### src/rtl/cdc_regport.sv
module cdc_regport (
  input  logic        clk,
  input  logic        rst_n,
  input  logic        idx_ld,
  input  logic [3:0]  idx_din,
  output logic [3:0]  idx,
  input  logic        rd_stb,
  input  logic        wr_stb,
  input  logic [7:0]  wdata,
  output logic [7:0]  rdata,
  input  logic        hdr_ld,
  input  logic        hdr_bank,
  input  logic [31:0] hdr_din,
  input  logic        ifstat_ld,
  input  logic [7:0]  ifstat_din,
  input  logic [7:0]  stat0,
  input  logic [7:0]  stat2,
  input  logic [7:0]  stat3,
  output logic [7:0]  ifctrl,
  output logic [7:0]  ctrl0,
  output logic [7:0]  ctrl1,
  output logic [15:0] dbc,
  output logic [15:0] dac,
  output logic [15:0] wa,
  output logic [15:0] pt,
  output logic        trg_pulse,
  output logic        ack_pulse,
  output logic        rst_pulse
);

  logic [7:0] ifstat;
  logic [7:0] hdr [2][4];
  logic       live, wr_go, rd_go;
  logic [7:0] rd_mux;

  assign live  = (idx != 4'd0) && !idx_ld;
  assign wr_go = live && wr_stb;
  assign rd_go = live && rd_stb && !wr_stb;

  always_ff @(posedge clk) begin
    if (!rst_n) idx <= 4'd0;
    else if (idx_ld) idx <= idx_din;
    else if (wr_go || rd_go) idx <= idx + 4'd1;
  end

  always_ff @(posedge clk) begin
    if (!rst_n) begin
      ifctrl <= '0; ctrl0 <= '0; ctrl1 <= '0;
      dbc <= '0; dac <= '0; wa <= '0; pt <= '0;
    end else if (wr_go) begin
      case (idx)
        4'd1:  ifctrl     <= wdata;
        4'd2:  dbc[7:0]   <= wdata;
        4'd3:  dbc[15:8]  <= wdata;
        4'd4:  dac[7:0]   <= wdata;
        4'd5:  dac[15:8]  <= wdata;
        4'd8:  wa[7:0]    <= wdata;
        4'd9:  wa[15:8]   <= wdata;
        4'd10: ctrl0      <= wdata;
        4'd11: ctrl1      <= wdata;
        4'd12: pt[7:0]    <= wdata;
        4'd13: pt[15:8]   <= wdata;
        default: ;
      endcase
    end
  end

  always_ff @(posedge clk) begin
    if (!rst_n) begin
      trg_pulse <= 1'b0; ack_pulse <= 1'b0; rst_pulse <= 1'b0;
    end else begin
      trg_pulse <= wr_go && (idx == 4'd6);
      ack_pulse <= wr_go && (idx == 4'd7);
      rst_pulse <= wr_go && (idx == 4'd15);
    end
  end

  always_ff @(posedge clk) begin
    if (!rst_n) ifstat <= 8'hFF;
    else if (ifstat_ld) ifstat <= ifstat_din;
  end

  always_ff @(posedge clk) begin
    if (!rst_n) begin
      for (int b = 0; b < 2; b++)
        for (int k = 0; k < 4; k++) hdr[b][k] <= 8'h00;
    end else if (hdr_ld) begin
      for (int k = 0; k < 4; k++) hdr[hdr_bank][k] <= hdr_din[31-8*k -: 8];
    end
  end

  always_comb begin
    case (idx)
      4'd1:  rd_mux = ifstat;
      4'd2:  rd_mux = dbc[7:0];
      4'd3:  rd_mux = dbc[15:8];
      4'd4:  rd_mux = hdr[ctrl1[0]][0];
      4'd5:  rd_mux = hdr[ctrl1[0]][1];
      4'd6:  rd_mux = hdr[ctrl1[0]][2];
      4'd7:  rd_mux = hdr[ctrl1[0]][3];
      4'd8:  rd_mux = pt[7:0];
      4'd9:  rd_mux = pt[15:8];
      4'd10: rd_mux = wa[7:0];
      4'd11: rd_mux = wa[15:8];
      4'd12: rd_mux = stat0;
      4'd14: rd_mux = stat2;
      4'd15: rd_mux = stat3;
      default: rd_mux = 8'h00;
    endcase
  end

  always_ff @(posedge clk) begin
    if (!rst_n) rdata <= 8'h00;
    else if (rd_go) rdata <= rd_mux;
  end

  p_idx_step_r2: assert property (@(posedge clk) disable iff (!rst_n)
    ((rd_stb || wr_stb) && !idx_ld && idx != 4'd0) |=> idx == $past(idx) + 4'd1);

  p_idx_zero_r3: assert property (@(posedge clk) disable iff (!rst_n)
    (!idx_ld && idx == 4'd0) |=> (idx == 4'd0 && $stable(rdata) && $stable(dbc)));

  p_low_lane_r5: assert property (@(posedge clk) disable iff (!rst_n)
    (wr_stb && !idx_ld && idx == 4'd2) |=> $stable(dbc[15:8]));

  p_stat1_zero_r7: assert property (@(posedge clk) disable iff (!rst_n)
    (rd_stb && !wr_stb && !idx_ld && idx == 4'd13) |=> rdata == 8'h00);

  p_pulse_excl_r9: assert property (@(posedge clk) disable iff (!rst_n)
    $onehot0({trg_pulse, ack_pulse, rst_pulse}));

  p_pulse_once_r9: assert property (@(posedge clk) disable iff (!rst_n)
    trg_pulse |=> !trg_pulse);

  p_rdata_hold_r11: assert property (@(posedge clk) disable iff (!rst_n)
    !rd_stb |=> $stable(rdata));

  p_idx_load_r10: assert property (@(posedge clk) disable iff (!rst_n)
    idx_ld |=> idx == $past(idx_din));

endmodule

### config.mk
export PLATFORM = sky130hd
export DESIGN_NAME = cdc_regport
export DESIGN_NICKNAME = d
export VERILOG_FILES = /design/src/rtl/cdc_regport.sv
export SDC_FILE = /design/constraint.sdc
export NUM_CORES = 1
export LEC_CHECK = 0
export BUFFER_PORTS_ARGS = -buffer_cell sky130_fd_sc_hd__buf_2
export CAP_MARGIN = 20
export CORE_MARGIN = 3
export CORE_UTILIZATION = 54
export CTS_CLUSTER_SIZE = 8
export DETAILED_ROUTE_END_ITERATION = 10
export GPL_TIMING_DRIVEN = 1
export HOLD_SLACK_MARGIN = 0.02
export PLACE_DENSITY = 0.89
export REMOVE_ABC_BUFFERS = 1
export SYNTH_ARGS = -nofsm -noshare
export SYNTH_HDL_FRONTEND = slang
export SYNTH_SLANG_ARGS = --single-unit
### constraint.sdc
create_clock -name clk -period 3.5 [get_ports clk]
set_input_delay 0.175 -clock clk [delete_from_list [all_inputs] [get_ports clk]]
set_output_delay 0.175 -clock clk [all_outputs]
set_load 0.05 [all_outputs]
==> reports/metrics.csv <==
stage,metric,value,unit
worst_setup_path,crit_family,simple AND/OR/NAND/NOR gates,
yosys,ys.flop_type,dfxtp_1,
sta,slew_headroom,28.08,%
yosys,synth_edf_count,64,
sta,slew_violations,0,
clocking,clk_latency,0.43,ns
final_layout,layoutNonFillerInstCount,1123,
place,dpl.hpwl,15720,µm
floorplan,core,0.01404,mm²
global_routing,antenna_found_initial,0,
yosys,synth-warning-count,0,
floorplan,die_h,126.7,µm
yosys,syn_area,0.007870,mm²
global_routing,grt_usage,28.21,%
global_routing,grt_pass1_vias,6329,
floorplan,num_rows,43,
sta,hold_viol,0,
global_routing,grt_max_degree,94,
final_layout,utilization,68.14,%
final_layout,antenna_cells,0,
place,dpl_worst_slack,0.8122,ns
clocking,cts_sinks,176,
worst_setup_path,path_buf_inv,1,
sta,fin_tns_setup,0,ns
floorplan,initial_core_util,56.05,%
worst_setup_path,crit_fanout,19,
sta,tightest_slew,1.079,ns
worst_setup_path,cp_cell_sequence,inv_1 -> ha_1 -> nand3b_1 -> nor2_1 -> nand2_1 -> a21oi_1,
final_layout,drive_gt1_share,26.72,%
clocking,clock_path_buffers,2,
yosys,synth_top_cell_by_area,dfxtp_1,
yosys,synth_top_area_share,28.49,%
sta,fin_crit_sh,85.02,%
floorplan,pin_count,187,
sta,fin_crit,2.976,ns
sta,timing.fmax,336.0,MHz
yosys,synthTopCellsByCount,"dfxtp_1 (112), mux2i_1 (87), nand2_1 (72)",
power,total_power,4.829,mW
sta,setup_viol,0,
power,vdd_drop_max,553.2,µV
yosys,synth.distinct_cells,51,
drt,drtIter0Drc,858,
drt,wl,23180,µm
floorplan,die_area,0.01606,mm²
clocking,numCtsBuffers,17,
sta,fin_skew,0.01255,ns
place,gp_congestion,0.8955,
yosys,syn_inst,771,
global_routing,grt_first_pass_wirelength,35350,µm
drt,vias,6791,
yosys,synthArstFlopShare,0,%
clocking,clk_pin_slew_worst_paths,0.07,ns
hold_path,hold_class,input pin to flop,
sta,setup_slack,0.5242,ns
drt,drtAntennaViolNets,0,
yosys,synth_seq_cells,176,
drt,wire_per_inst,20.64,µm
floorplan,dieWidth,126.7,µm
place,io_buffers,186,
sta,fin_hold_ws,0.03237,ns
final_layout,stdcell_area,0.009568,mm²
power,power.density,504.7,mW/mm²
worst_setup_path,cp-end-kind,flop,
global_routing,gr-total-overflow,0,
worst_setup_path,crit_path_max_incr_delay,0.73,ns
clocking,cts_tree,yes,
worst_setup_path,cp-start-kind,flop,
status,status,finished clean,
place,place_area,0.008795,mm²
drt,firstDrtPassIters,5,
worst_setup_path,required,3.83,ns
worst_setup_path,crit_type,flop to flop,
yosys,yosysSeqAreaShare,52.91,%
clocking,htreeDepth,4,
drt,drt-vias-per-instance,6.047,
power,leakage,4.114,nW
clocking,cts-root-buf,clkbuf_16,
yosys,syn_avg_cell_area,10.21,µm²
worst_setup_path,cp_slowest_cell,ha_1,
place,dp_cells,1081,
drt,drc,0,
yosys,yosysMostFrequentCell,dfxtp_1,
final_layout,fin_nets,1018,
yosys,yosys-top-cells-area,"dfxtp_1 (28%), edfxtp_1 (24%), mux2i_1 (11%), a21oi_1 (3.6%), nand2_1 (3.4%)",
clocking,cts_hold_buf,9,
clocking,cts_resized,0,
clocking,cts_setup_buffers,0,
run,maxCapViolCount,0,
sta,rsz0062_at_grt,false,
worst_setup_path,crit_arrival,3.31,ns
final_layout,area.growth.synth_to_final,21.57,%
[power by group]
part / switching (mW) / internal, mW / total (mW)
Sequential: 0.0397 / 2.21 / 2.25
Clock: 0.826 / 1.24 / 2.07
Combinational: 0.350 / 0.164 / 0.514
Total: 1.22 / 3.61 / 4.83
[logic make-up after synthesis]
| family | count (synthesis) | share of synthesized area [%] |
|---|---|---|
| compound gates | 146 | 12.23 |
| xor+xnor | 3 | 0.3339 |
| fa+ha+maj | 4 | 0.6360 |
| buf+inv | 73 | 4.292 |
| flops | 176 | 52.91 |
| mux | 88 | 11.21 |
| simple gates | 281 | 18.39 |
[per-layer routing]
metal	vias up	wire length, µm	part of all wire, %	track usage, %
met5	-	0	0	0
met4	0	737	3.2	10.41
met3	59	2427	10	6.947
met2	424	11010	47	45.83
met1	3196	9007	39	36.70
li1	3112	-	-	-
[state kept, by name (all words and copies together) (netlist names), named ones only]
signal / count
hdr: 64
dac: 16
dbc: 16
pt: 16
wa: 16
ctrl0: 8
ctrl1: 8
ifctrl: 8
ifstat: 8
rdata: 8
idx: 4
ack_pulse: 1
rst_pulse: 1
trg_pulse: 1
[layout make-up]
type | count | area (µm²)
clock buffers | 20 | 489.2
well taps | 180 | 225.2
multi-input cells | 522 | 3372
clock inverters | 12 | 166.4
fillers | 1044 | 4474
inverters | 7 | 26.28
repair buffers | 206 | 1124
flip-flops and latches | 176 | 4165
[worst reg2reg max path, delay by kind of cell (launching register included)]
family                   cells  cell delay [ns]
AND/OR/NAND/NOR              3             1.49
adder cells (fa/ha/maj)      1             0.73
flip-flops                   1             0.36
AO/OA/AOI/OAI                1             0.16
buffers and inverters        1             0.14
[worst paths after layout]
kind / start / endpoint / slack [ns] / depth (start not counted)
hold reg to reg: ctrl1[4] / ctrl1[4] / 0.46 / 2
setup reg to reg: idx[1] / dac[9] / 0.52 / 6
setup / recovery: idx[1] / dac[9] / 0.52 / 6
hold / removal: hdr_din[25] / hdr[0][25] / 0.03 / 2
[placed cells by master (no fill, tap or decap), types with 9 or more instances in the layout]
cell and count:
nand2_1 72, clkbuf_16 19, nand3_1 41, edfxtp_1 64, mux2i_1 87, dfxtp_1 111
buf_4 10, buf_2 186, a211oi_1 10, and3_1 32, a22oi_1 13, and2_1 10
dlygate4sd3_1 9, o21ai_0 20, nand3b_1 9, nor2b_1 24, o22ai_1 16, a21oi_1 57
nor2_1 63
No activity file was read; power rests on OpenSTA's default activity.
